[config.mk]
export PLATFORM = sky130hd
export DESIGN_NAME = spim_ctrl
export DESIGN_NICKNAME = d
export VERILOG_FILES = /design/src/rtl/spim_pkg.sv /design/src/rtl/spim_fifo.sv /design/src/rtl/spim_shift.sv /design/src/rtl/spim_ctrl.sv
export SDC_FILE = /design/constraint.sdc
export NUM_CORES = 1
export LEC_CHECK = 0
export ABC_AREA = 0
export CORE_ASPECT_RATIO = 0.6
export CORE_UTILIZATION = 25
export DETAILED_ROUTE_END_ITERATION = 8
export PLACE_DENSITY = 0.43
export RECOVER_POWER = 100
export SETUP_SLACK_MARGIN = 0.2
export SLEW_MARGIN = 20
export SYNTH_ARGS = -nofsm -noshare
export SYNTH_HDL_FRONTEND = slang
export SYNTH_HIERARCHICAL = 1
export SYNTH_SLANG_ARGS = --single-unit
[constraint.sdc]
create_clock -name clk -period 2.2 [get_ports clk]
set_input_delay 0.33 -clock clk [delete_from_list [all_inputs] [get_ports clk]]
set_output_delay 0.33 -clock clk [all_outputs]
set_load 0.05 [all_outputs]
[src/rtl/spim_pkg.sv]
package spim_pkg;
  typedef enum logic [2:0] {
    A_CTRL = 3'd0,
    A_SSEL = 3'd1,
    A_TXD  = 3'd2,
    A_RXD  = 3'd3,
    A_STAT = 3'd4,
    A_EVT  = 3'd5,
    A_EEN  = 3'd6,
    A_GIE  = 3'd7
  } reg_addr_e;

  typedef struct packed {
    logic hold;
    logic man;
    logic cpha;
    logic cpol;
    logic mst;
    logic en;
  } ctrl_t;

  localparam int EV_DONE = 0;
  localparam int EV_ROVR = 1;
  localparam int EV_TOVF = 2;
  localparam int EV_N    = 3;
endpackage

[src/rtl/spim_fifo.sv]
module spim_fifo #(
  parameter int W     = 8,
  parameter int DEPTH = 16
) (
  input  logic         clk,
  input  logic         rst_n,
  input  logic         push,
  input  logic [W-1:0] din,
  input  logic         pop,
  output logic [W-1:0] dout,
  output logic         empty,
  output logic         full
);
  localparam int AW = (DEPTH > 1) ? $clog2(DEPTH) : 1;

  logic [W-1:0] mem [DEPTH];
  logic [AW:0]  wp, rp;
  logic         do_push, do_pop;

  assign empty   = (wp == rp);
  assign full    = (wp[AW] != rp[AW]) && (wp[AW-1:0] == rp[AW-1:0]);
  assign do_push = push && !full;
  assign do_pop  = pop && !empty;
  assign dout    = mem[rp[AW-1:0]];

  always_ff @(posedge clk or negedge rst_n) begin
    if (!rst_n) begin
      wp <= '0;
      rp <= '0;
    end else begin
      if (do_push) wp <= wp + 1'b1;
      if (do_pop)  rp <= rp + 1'b1;
    end
  end

  always_ff @(posedge clk) begin
    if (do_push) mem[wp[AW-1:0]] <= din;
  end
endmodule

[src/rtl/spim_shift.sv]
module spim_shift #(
  parameter int HALF_DIV = 4
) (
  input  logic       clk,
  input  logic       rst_n,
  input  logic       cpol,
  input  logic       cpha,
  input  logic       start,
  input  logic [7:0] tx_byte,
  input  logic       miso,
  output logic       busy,
  output logic       sclk,
  output logic       mosi,
  output logic       done,
  output logic [7:0] rx_byte
);
  localparam int CW = (HALF_DIV > 1) ? $clog2(HALF_DIV) : 1;
  localparam logic [CW-1:0] LAST = CW'(HALF_DIV - 1);

  logic [CW-1:0] cnt;
  logic [3:0]    edg;
  logic [7:0]    sh_tx, sh_rx, rx_next;
  logic          samp, drv;

  // even edges lead, odd edges trail; phase picks which one samples
  assign samp    = (edg[0] == cpha);
  assign drv     = !samp && !(!cpha && edg == 4'd15);
  assign rx_next = samp ? {sh_rx[6:0], miso} : sh_rx;

  always_ff @(posedge clk or negedge rst_n) begin
    if (!rst_n) begin
      busy    <= 1'b0;
      sclk    <= 1'b0;
      mosi    <= 1'b1;
      cnt     <= '0;
      edg     <= '0;
      sh_tx   <= '0;
      sh_rx   <= '0;
      done    <= 1'b0;
      rx_byte <= '0;
    end else begin
      done <= 1'b0;
      if (!busy) begin
        sclk <= cpol;
        if (start) begin
          busy  <= 1'b1;
          cnt   <= '0;
          edg   <= '0;
          sh_rx <= '0;
          if (cpha) begin
            sh_tx <= tx_byte;
          end else begin
            mosi  <= tx_byte[7];
            sh_tx <= {tx_byte[6:0], 1'b0};
          end
        end
      end else if (cnt == LAST) begin
        cnt   <= '0;
        sclk  <= ~sclk;
        edg   <= edg + 4'd1;
        sh_rx <= rx_next;
        if (drv) begin
          mosi  <= sh_tx[7];
          sh_tx <= {sh_tx[6:0], 1'b0};
        end
        if (edg == 4'd15) begin
          busy    <= 1'b0;
          done    <= 1'b1;
          rx_byte <= rx_next;
        end
      end else begin
        cnt <= cnt + 1'b1;
      end
    end
  end
endmodule

[src/rtl/spim_ctrl.sv]
module spim_ctrl
  import spim_pkg::*;
#(
  parameter int NSS        = 4,
  parameter int FIFO_DEPTH = 16,
  parameter int HALF_DIV   = 4
) (
  input  logic           clk,
  input  logic           rst_n,
  input  logic           reg_wr_en,
  input  logic           reg_rd_en,
  input  logic [2:0]     reg_addr,
  input  logic [7:0]     reg_wdata,
  output logic [7:0]     reg_rdata,
  output logic           sclk,
  output logic           mosi,
  input  logic           miso,
  output logic [NSS-1:0] ss_n,
  output logic           irq
);
  ctrl_t           ctrl;
  logic [NSS-1:0]  ssel;
  logic [EV_N-1:0] evt, een, evt_set, evt_clr;
  logic            gie;

  logic wr_ctrl, wr_ssel, wr_txd, wr_evt, wr_een, wr_gie, rd_rxd;
  logic tx_empty, tx_full, rx_empty, rx_full;
  logic [7:0] tx_head, rx_head, sh_rx;
  logic sh_busy, sh_done, start;

  assign wr_ctrl = reg_wr_en && (reg_addr == A_CTRL);
  assign wr_ssel = reg_wr_en && (reg_addr == A_SSEL);
  assign wr_txd  = reg_wr_en && (reg_addr == A_TXD);
  assign wr_evt  = reg_wr_en && (reg_addr == A_EVT);
  assign wr_een  = reg_wr_en && (reg_addr == A_EEN);
  assign wr_gie  = reg_wr_en && (reg_addr == A_GIE);
  assign rd_rxd  = reg_rd_en && (reg_addr == A_RXD);

  always_ff @(posedge clk or negedge rst_n) begin
    if (!rst_n) begin
      ctrl <= '{hold: 1'b1, default: 1'b0};
      ssel <= '1;
      een  <= '0;
      gie  <= 1'b0;
    end else begin
      if (wr_ctrl) ctrl <= ctrl_t'(reg_wdata[5:0]);
      if (wr_ssel) ssel <= reg_wdata[NSS-1:0];
      if (wr_een)  een  <= reg_wdata[EV_N-1:0];
      if (wr_gie)  gie  <= reg_wdata[0];
    end
  end

  assign start = ctrl.en && ctrl.mst && !ctrl.hold && !tx_empty && !sh_busy;

  spim_fifo #(.W(8), .DEPTH(FIFO_DEPTH)) u_txq (
    .clk(clk), .rst_n(rst_n), .push(wr_txd), .din(reg_wdata),
    .pop(start), .dout(tx_head), .empty(tx_empty), .full(tx_full)
  );

  spim_fifo #(.W(8), .DEPTH(FIFO_DEPTH)) u_rxq (
    .clk(clk), .rst_n(rst_n), .push(sh_done), .din(sh_rx),
    .pop(rd_rxd), .dout(rx_head), .empty(rx_empty), .full(rx_full)
  );

  spim_shift #(.HALF_DIV(HALF_DIV)) u_shift (
    .clk(clk), .rst_n(rst_n), .cpol(ctrl.cpol), .cpha(ctrl.cpha),
    .start(start), .tx_byte(tx_head), .miso(miso), .busy(sh_busy),
    .sclk(sclk), .mosi(mosi), .done(sh_done), .rx_byte(sh_rx)
  );

  // events: set wins over a same-cycle write-one clear
  always_comb begin
    evt_set          = '0;
    evt_set[EV_DONE] = sh_done && tx_empty;
    evt_set[EV_ROVR] = sh_done && rx_full;
    evt_set[EV_TOVF] = wr_txd && tx_full;
    evt_clr          = wr_evt ? reg_wdata[EV_N-1:0] : '0;
  end

  always_ff @(posedge clk or negedge rst_n) begin
    if (!rst_n) evt <= '0;
    else        evt <= (evt & ~evt_clr) | evt_set;
  end

  assign irq  = gie && |(evt & een);
  assign ss_n = ctrl.man ? ssel : '1;

  always_comb begin
    reg_rdata = '0;
    unique case (reg_addr)
      A_CTRL: reg_rdata[5:0]      = ctrl;
      A_SSEL: reg_rdata[NSS-1:0]  = ssel;
      A_TXD:  reg_rdata           = '0;
      A_RXD:  reg_rdata           = rx_head;
      A_STAT: reg_rdata[4:0]      = {sh_busy, rx_full, rx_empty, tx_full, tx_empty};
      A_EVT:  reg_rdata[EV_N-1:0] = evt;
      A_EEN:  reg_rdata[EV_N-1:0] = een;
      A_GIE:  reg_rdata[0]        = gie;
      default: reg_rdata          = '0;
    endcase
  end
endmodule

==> Word-level counts from Yosys, hierarchy flattened <==
Memory sizes are Yosys's and may differ from the RTL's.
Index checks and enable logic that the tools add are counted.
{ "word_totals": {"register_bits": 71, "mem_bits_rw": 256, "input_bits": 16, "output_inout_bits": 15, "n_memories": 2} }
{ "op_classes": {"addsub": 6, "n_eq_ne": 19, "n_mux": 41, "n_bitwise": 5, "n_reduce_logical": 39} }
{ "memory_table": {"columns": ["name", "words", "word_bits", "rd", "rd_ports_with_merged_regs", "wr", "line_no", "rtl"], "rows": [
  ["u_rxq.mem", 16, 8, 1, 0, 1, "spim_fifo.sv:16", "logic [W-1:0] mem [DEPTH];"],
  ["u_txq.mem", 16, 8, 1, 0, 1, "spim_fifo.sv:16", null]
]} }
{ "ops": {"columns": ["op", "count"], "rows": [
  ["8-bit two-way mux", 9],
  ["1-bit logical AND", 23],
  ["5-bit by 1-bit adder with 5-bit output (second input constant)", 4],
  ["1-bit two-way mux", 18],
  ["4-bit two-way mux", 4],
  ["3-bit == test (second input constant)", 4],
  ["2-bit case mux with 6 select lines", 1],
  ["5-bit == test", 2],
  ["1-bit zero test", 9],
  ["4-bit == test", 2],
  ["2-bit two-way mux", 4],
  ["1-bit case mux with 8 select lines", 1],
  ["3-bit AND", 2],
  ["3-bit by 2-bit == test with 1-bit output (second input constant)", 2],
  ["3-bit AND reduction", 2],
  ["4-bit by 1-bit adder with 4-bit output (second input constant)", 1],
  ["4-bit == test (second input constant)", 1],
  ["2-bit != test (second input constant)", 2],
  ["1-bit case mux with 4 select lines", 1],
  ["4-bit AND reduction", 1],
  ["3-bit by 1-bit == test with 1-bit output (second input constant)", 1],
  ["3-bit zero test", 1],
  ["3-bit two-way mux", 1],
  ["3-bit NOT", 1],
  ["12 further kinds", 13]
]} }

==> Longest topological paths before layout <==
Gate-level depths: netlist of run 1.
{ "logic_depth": {"word_depth": 7, "mapped_depth": 12, "depth_no_buf": 8} }

==> Hierarchy <==
Netlist of run 1, hierarchy kept.
{ "by_module_without_submodules": {"columns": ["module", "instances", "cells_each", "area_per_inst_um2"], "rows": [
  ["spim_fifo at u_txq", 1, 277, 5590.4],
  ["spim_fifo at u_rxq", 1, 277, 5589.1],
  ["spim_shift", 1, 166, 1650.3],
  ["spim_ctrl", 1, 94, 1087.3]
]} }

==> Worst setup path before layout of run 1 <==
Ideal clock, no wire load.
{ "synth_timing": {"kind": "input port to flip-flop", "startpoint": "in reg_addr[2]", "endpoint": "mem u_txq.mem[3][0], enable pin", "arrival_time_ps": 2225, "required_time_ps": 1817, "path_slack_ps": -408, "cell_stages": 6, "path_buffers": 1, "path_cell_list": "buf_6 > nand2b_4 > nor3b_1 > nand2_1 > o21bai_2 > nor3_1"} }
{ "synth_between": {"elab_chain_len": 5} }
{ "synth_lines": {"columns": ["item", "line_no", "rtl"], "rows": [
  ["from (decl)", "spim_ctrl.sv:12", "input logic [2:0] reg_addr,"],
  ["3-bit by 2-bit == test with 1-bit output", "spim_ctrl.sv:33", "assign wr_txd = reg_wr_en && (reg_addr == A_TXD);"],
  ["1-bit logical AND", "spim_ctrl.sv:33", null],
  ["named net wr_txd", "spim_ctrl.sv:26", "logic wr_ctrl, wr_ssel, wr_txd, wr_evt, wr_een, wr_gie, rd_rxd;"],
  ["1-bit logical AND", "spim_fifo.sv:22", "assign do_push = push && !full;"],
  ["1-bit two-way mux", "spim_fifo.sv:37", "if (do_push) mem[wp[AW-1:0]] <= din;"],
  ["1-bit two-way mux (implied by the code)", "spim_fifo.sv:37", null],
  ["to (decl)", "spim_fifo.sv:16", null]
]} }
The timed path passes the listed nets, and every way through them passes these cells.

==> Final worst setup path of run 1 <==
{ "layout_timing": {"startpoint": "reg u_rxq.rp[1]", "endpoint": "out reg_rdata[0]"} }
{ "layout_between": {"elab_chain_len": 2} }
{ "layout_lines": {"columns": ["item", "line_no", "rtl"], "rows": [
  ["from (decl)", "spim_fifo.sv:17", "logic [AW:0] wp, rp;"],
  ["from (signal assigned)", "spim_fifo.sv:32", "if (do_pop) rp <= rp + 1'b1;"],
  ["memory 16 x 8 bit", null, null],
  ["named net rx_head[0]", "spim_ctrl.sv:28", "logic [7:0] tx_head, rx_head, sh_rx;"],
  ["1-bit case mux with 8 select lines", "spim_ctrl.sv:90", "unique case (reg_addr)"],
  ["to (decl)", "spim_ctrl.sv:14", "output logic [7:0] reg_rdata,"]
]} }
The timed path passes the listed nets, and every way through them passes these cells.

==> results of run 1 <==
final cells by class:
type                            count  share of cell area, %
Sequential cell                   327                  50.88
Multi-Input combinational cell    436                  26.03
Timing Repair Buffer              206                  11.56
Clock buffer                       44                  5.301
Tap cell                          748                  5.025
Clock inverter                     16                  1.048
Inverter                            5                 0.1008
Antenna cell                        4                0.05375
how the worst max path moves through the flow:
stage	from	end	slack, ns	cells past startpoint
2_1_floorplan	u_rxq/rp[1]	reg_rdata[0]	-0.13	8
3_3_place_gp	u_rxq/rp[1]	reg_rdata[0]	-0.41	7
3_5_place_dp	u_rxq/rp[1]	reg_rdata[0]	-0.46	7
4_1_cts	u_rxq/rp[1]	reg_rdata[0]	-0.84	9
5_1_grt	u_rxq/rp[1]	reg_rdata[0]	-0.89	9
6_report	u_rxq/rp[1]	reg_rdata[0]	-0.79	9
cells by family after synthesis:
family | share of synthesized area (%)
AND/OR/NAND/NOR | 6.536
buffers and inverters | 2.715
XOR/XNOR | 1.960
adder cells (fa/ha/maj) | 1.079
multiplexers | 14.29
AO/OA/AOI/OAI | 5.367
flip-flops | 68.06
where the power goes:
| group | switching [mW] | internal, mW | total (mW) | leakage [nW] |
|---|---|---|---|---|
| clock | 2.49 | 3.66 | 6.14 | 0.575 |
| sequential | 0.347 | 6.97 | 7.32 | 3.02 |
| combinational | 2.09 | 2.04 | 4.13 | 2.53 |
| total | 4.92 | 12.7 | 17.6 | 6.13 |
worst register-to-register path, cell delays in order (launching register included):
cell and delay, ns:
dfrtp_2 0.43, buf_12 0.13, xnor2_2 0.12, nand4_1 0.08
clkbuf_1 0.24, clkdlybuf4s25_1 0.32, clkbuf_2 0.14, buf_6 0.12
o21bai_4 0.07, buf_12 0.15, nor3_4 0.15, buf_12 0.16
per-layer routing:
metal	up-vias	global-route usage, %	wire length (um)
met5	-	0	0
met4	0	2.900	574
met3	41	2.737	1902
met2	158	18.23	14950
met1	4219	21.66	19940
li1	3604	-	-
placed cells by master (no fill, tap or decap), types with 13 or more instances in the layout:
cell type | synthesis | final
nand2_1 | 65 | 42
mux2_2 | 20 | 18
mux4_2 | 50 | 57
buf_12 | 2 | 39
xnor2_1 | 24 | 21
nor2_1 | 35 | 27
buf_4 | 3 | 86
clkbuf_1 | 10 | 18
dfrtp_1 | 65 | 62
a21oi_1 | 19 | 14
mux2i_1 | 19 | 18
nor3_2 | 0 | 13
edfxtp_1 | 256 | 256
a22oi_2 | 0 | 27
clkbuf_16 | 0 | 39
buf_6 | 14 | 33
state kept, by name, summed over array words and instances (netlist names), 4 cells and up:
| name | cells |
|---|---|
| u_shift/rx_byte | 8 |
| u_txq/rp | 5 |
| u_shift/sh_tx | 8 |
| ctrl | 6 |
| u_txq/mem | 128 |
| u_rxq/wp | 5 |
| u_shift/edg | 4 |
| u_txq/wp | 5 |
| u_rxq/rp | 5 |
| ssel | 4 |
| u_shift/sh_rx | 8 |
| u_rxq/mem | 128 |
repair_timing:
item | CTS | global route
gates resized for setup | 109 | 74
gates cloned | 2 | 1
endpoints found under the setup margin | 288 | 134
endpoints found under the hold margin | 29 | 0
buffers inserted | 16 | 6
pin swaps | 14 | 27
hold buffers | 1 | 0
stage by stage:
step                      util [%]  setup WS, ns  std cells
after floorplan                  -       -0.1264        814
after global placement       30.53       -0.4087       1696
after detailed placement     30.53       -0.4637       1696
after CTS                    33.76       -0.8410       1775
after global routing         34.10       -0.8873       1782
final                        34.12       -0.7939       1786
==> run_results.csv, run 1 <==
group,metric,value,unit
sta,rsz0062_at_grt,"true",
worst_setup_path,cp-end-kind,"primary output",
worst_setup_path,r2r-end,"u_txq/mem[3][3]",
die,die_w,306.6,um
worst_setup_path,crit_family,"multiplexers",
power,ir_drop,520.4,uV
power,leakage,6.132,nW
cts,worst_skew_pair.late_latency,0.54,ns
logic_synthesis,yosys_most_used_dff,"edfxtp_1",
layout,seqCellArea,9475,um2
grt,grt_usage,13.52,%
sta,tns,-11.05,ns
grt,grt_overflow_total,0,
die,dieArea,56650,um2
place,dp_hpwl,25.89,mm
worst_setup_path,r2r_cells,11,
route,vias,8022,
sta,hold_viol,0,
power,p_per_area,944.7,nW/um2
logic_synthesis,yosysWarnings,6,
route,totalWireLength,37.37,mm
route,ant_nets,0,
logic_synthesis,avgSynthCellArea,17.10,um2
grt,antenna_found_initial,2,
logic_synthesis,synth.top_cells.by_count,"edfxtp_1 (256), dfrtp_1 (65), nand2_1 (65)",
layout,drive_gt1_share,43.62,%
sta,setup_ws,-0.7939,ns
layout,synthToLayoutAreaGrowth,33.82,%
route,via_per_inst,4.492,
logic_synthesis,synth_seq_cells,327,
cts,cts_tree,"done",
min_path,holdCritPathClass,"input pin to flop",
worst_setup_path,worstReg2RegStart,"u_txq/rp[1]",
logic_synthesis,yosysSeqAreaShare,68.06,%
grt,grt_pass1_vias,8139,
run_status,outcome,"finished, violations left",
worst_setup_path,path_buf_inv,3,
run,maxCapViolCount,0,
worst_setup_path,arrival,2.66,ns
worst_setup_path,crit_type,"flop to primary output",
die,die_y,184.8,um
route,drcViolationCount,0,
worst_setup_path,slowest_stage,"mux4_2",
logic_synthesis,syn_area,13920,um2
cts,cts_root_buf,"clkbuf_16",
run_status,failed_checks,"negative setup slack",
logic_synthesis,async_flop_share,21.71,%
place,routabilityCongestion,0.7871,
logic_synthesis,netlist-cell-type-count,61,
logic_synthesis,synth.most_common_cell,"edfxtp_1",
worst_setup_path,regToRegSetupSlack,-0.20,ns
sta,holdWs,0.4485,ns
min_path,hold_start,"miso",
cts,cts_buffers,35,
worst_setup_path,cp_common_cell,"a22oi_2",
place,port_buffers,30,
die,row_count,66,
sta,drv_slew,0,
worst_setup_path,worstPathRequired,1.87,ns
cts,htree_levels,2,
logic_synthesis,yosysTopAreaCellShare,55.24,%
cts,clkTransAtPathRegs,0.06,ns
layout,final.fill_count,5192,
logic_synthesis,synth_nets,842,
worst_setup_path,critPathLaunchType,"flop",
grt,grt_max_degree,35,
logic_synthesis,synth_edf_count,256,
route,dr.pass1.iters,5,
worst_setup_path,path_cells,"buf_12 > buf_4 > mux4_2 > a22oi_2 > nand2_1 > mux2_4 > a22oi_2 > a31oi_4 > buf_6",
logic_synthesis,synth.area.top_cells,"edfxtp_1 (55%), dfrtp_1 (12%), mux4_2 (8.1%)",
die,initial_core_util,25.50,%
route,drtIter0Drc,634,
sta,fmax,334.0,MHz
cts,clockBufferDepth,3,
logic_synthesis,yosysTopAreaCell,"edfxtp_1",
sta,finalSetupViolCount,55,
layout,multi_input_area,4848,um2
cts,clock_sink_count,327,
layout,design_area,18620,um2
die,placeableCoreArea,54580,um2
place,place_area,16660,um2
route,drt-wirelength-per-cell,20.92,um
sta,maxSlewHeadroom,30.85,%
layout,final_nets,1039,
grt,grt_pass1_wl,55.97,mm
die,io_pins,31,
sta,fin_worst_skew,0.02131,ns
min_path,holdPathEnd,"u_shift/sh_rx[0]",
sta,fin_crit_sh,136.1,%
worst_setup_path,cpPeakStageDelay,0.50,ns
logic_synthesis,synthCells,814,
min_path,hold_depth,3,
power,total_power,17.60,mW
worst_setup_path,critical_path.max_fanout,8,
sta,period_needed,2.994,ns
sta,tightest_slew,1.037,ns
Note: power is estimated with default switching activity, not from simulation.
==> inputs of run 2 (changes only) <==
- TNS_END_PERCENT: unset -> 10
==> run_results.csv, run 2 (same netlist as run 1, synthesis figures left out) <==
group,metric,value,unit
sta,fin_worst_skew,0.02316,ns
cts,cts_buffers,34,
sta,rsz0062_at_grt,"true",
power,p_int,11.91,mW
worst_setup_path,worstPathRequired,1.87,ns
power,p_per_area,930.8,nW/um2
power,total_power,16.80,mW
power,p_clk_share,33.4,%
place,port_buffers,30,
die,dieArea,56650,um2
die,row_count,66,
cts,cts_tree,"done",
die,placeableCoreArea,54580,um2
worst_setup_path,crit_type,"flop to primary output",
sta,finalSetupViolCount,95,
route,dr.pass1.iters,5,
cts,worst_skew_pair.late_latency,0.54,ns
min_path,holdCritPathClass,"input pin to async pin",
cts,clockBufferDepth,3,
power,ir_drop,534.1,uV
power,p_switching,4.897,mW
sta,setup_ws,-0.8915,ns
place,routabilityCongestion,0.7924,
route,drt-wirelength-per-cell,20.94,um
route,drcViolationCount,0,
grt,antenna_found_initial,2,
worst_setup_path,critPathLaunchType,"flop",
worst_setup_path,arrival,2.76,ns
run_status,outcome,"finished, violations left",
worst_setup_path,r2r_cells,10,
place,place_inst,1683,
layout,synthToLayoutAreaGrowth,29.71,%
power,leakage,5.908,nW
grt,grt_usage,13.13,%
sta,fmax,323.5,MHz
worst_setup_path,cp-end-kind,"primary output",
cts,htree_levels,2,
sta,drv_slew,0,
layout,drive_gt1_share,38.68,%
route,totalWireLength,36.96,mm
layout,final_nets,1020,
worst_setup_path,critical_path.max_fanout,7,
die,io_pins,31,
sta,fin_crit_sh,140.5,%
run_status,failed_checks,"negative setup slack",
die,initial_core_util,25.50,%
sta,tightest_slew,0.9639,ns
sta,period_needed,3.092,ns
die,die_y,184.8,um
cts,clock_sink_count,327,
route,ant_nets,0,
grt,grt_pass1_vias,7984,
grt,grt_max_degree,38,
power,seqPwrFrac,43.3,%
place,dp_hpwl,26.04,mm
layout,stdcell_count,1765,
cts,clkTransAtPathRegs,0.06,ns
grt,grt_overflow_total,0,
grt,grt_pass1_wl,54.41,mm
power,p_comb_share,23.2,%
layout,final.fill_count,5299,
cts,cts_root_buf,"clkbuf_16",
die,die_w,306.6,um
layout,mostFrequentLayoutCells,"edfxtp_1 (256), buf_4 (86), dfrtp_1 (63)",
power,switching_share,29.14,%
run,maxCapViolCount,0,
sta,hold_viol,0,
sta,maxSlewHeadroom,35.74,%
route,vias,7877,
route,drtIter0Drc,598,
route,via_per_inst,4.463,
layout,final_common_cell,"edfxtp_1",
[run 2: changes by cell type in the layout (fill, tap and decap cells not counted), sizes merged]
cell,delta
buf,-11
bufinv,-3
clkbuf,-4
clkdlybuf4s25,-1
clkdlybuf4s50,+1
clkinv,-2
diode,-3
dlygate4sd2,+1
dlygate4sd3,-1
inv,+3
o31a,-1
[run 2: path summary, 6_finish.rpt]
kind	from	end	slack [ns]
setup / recovery	u_rxq/rp[1]	reg_rdata[0]	-0.89
hold / removal	rst_n	u_shift/sh_rx[6]	0.48
min in group clk	u_shift/sh_tx[0]	u_shift/sh_tx[0]	0.48
setup reg to reg	u_rxq/rp[1]	u_rxq/mem[3][3]	-0.17
hold reg to reg	u_shift/sh_tx[0]	u_shift/sh_tx[0]	0.48
max in group asynchronous	rst_n	u_rxq/rp[1]	0.51
[run 2: worst max-delay path, stage by stage, from the launching register on]
cell and delay, ns:
dfrtp_2 0.50, buf_12 0.16, mux4_2 0.52, a22oi_2 0.18, nand2_1 0.09, mux2_4 0.27
a22oi_2 0.21, a31oi_4 0.13, buf_6 0.17
[run 2: power by group through the flow]
stage                     Combinational (mW)  Clock (mW)  Sequential [mW]
after floorplan                         2.10           0             7.37
after global placement                  3.42           0             7.40
after detailed placement                3.45           0             7.41
after CTS                               3.90        5.79             7.28
after global routing                    4.21        6.01             7.32
final                                   3.90        5.62             7.28
[run 2: cell type report]
type,instances,area (um2),share of cell area [%]
Antenna cell,1,2.502,0.01386
Clock buffer,46,937.1,5.191
Clock inverter,14,122.6,0.6792
Inverter,5,18.77,0.1040
Multi-Input combinational cell,435,4628,25.64
Sequential cell,327,9474,52.48
Tap cell,748,935.9,5.184
Timing Repair Buffer,189,1933,10.71
[run 2: metal layers]
layer / part of all wire, % / global-route usage [%] / up-vias
met5: 0 / 0 / -
met4: 1.2 / 2.660 / 0
met3: 4.6 / 2.162 / 35
met2: 38 / 16.74 / 150
met1: 56 / 22.21 / 4123
li1: - / - / 3569
[run 2: stage by stage]
stage | setup TNS, ns | setup WS (ns) | hold WS, ns | instance area, um2 | util [%]
2_1_floorplan | -4.481 | -0.1265 | 0.03441 | 14050 | -
3_3_place_gp | -22.20 | -0.4621 | 0.3420 | 16300 | 29.87
3_5_place_dp | -24.26 | -0.4523 | 0.3477 | 16300 | 29.87
4_1_cts | -7.227 | -0.9612 | 0.3253 | 17910 | 32.82
5_1_grt | -35.33 | -0.9985 | 0.4962 | 18050 | 33.07
6_report | -12.55 | -0.8915 | 0.4762 | 18050 | 33.07
[run 2: timing repair]
action,in CTS,in global routing
endpoints found under the setup margin,288,284
gates cloned,1,2
pin swaps,29,39
hold buffers,1,0
buffers inserted,5,12
endpoints found under the hold margin,35,0
resized for setup,125,51
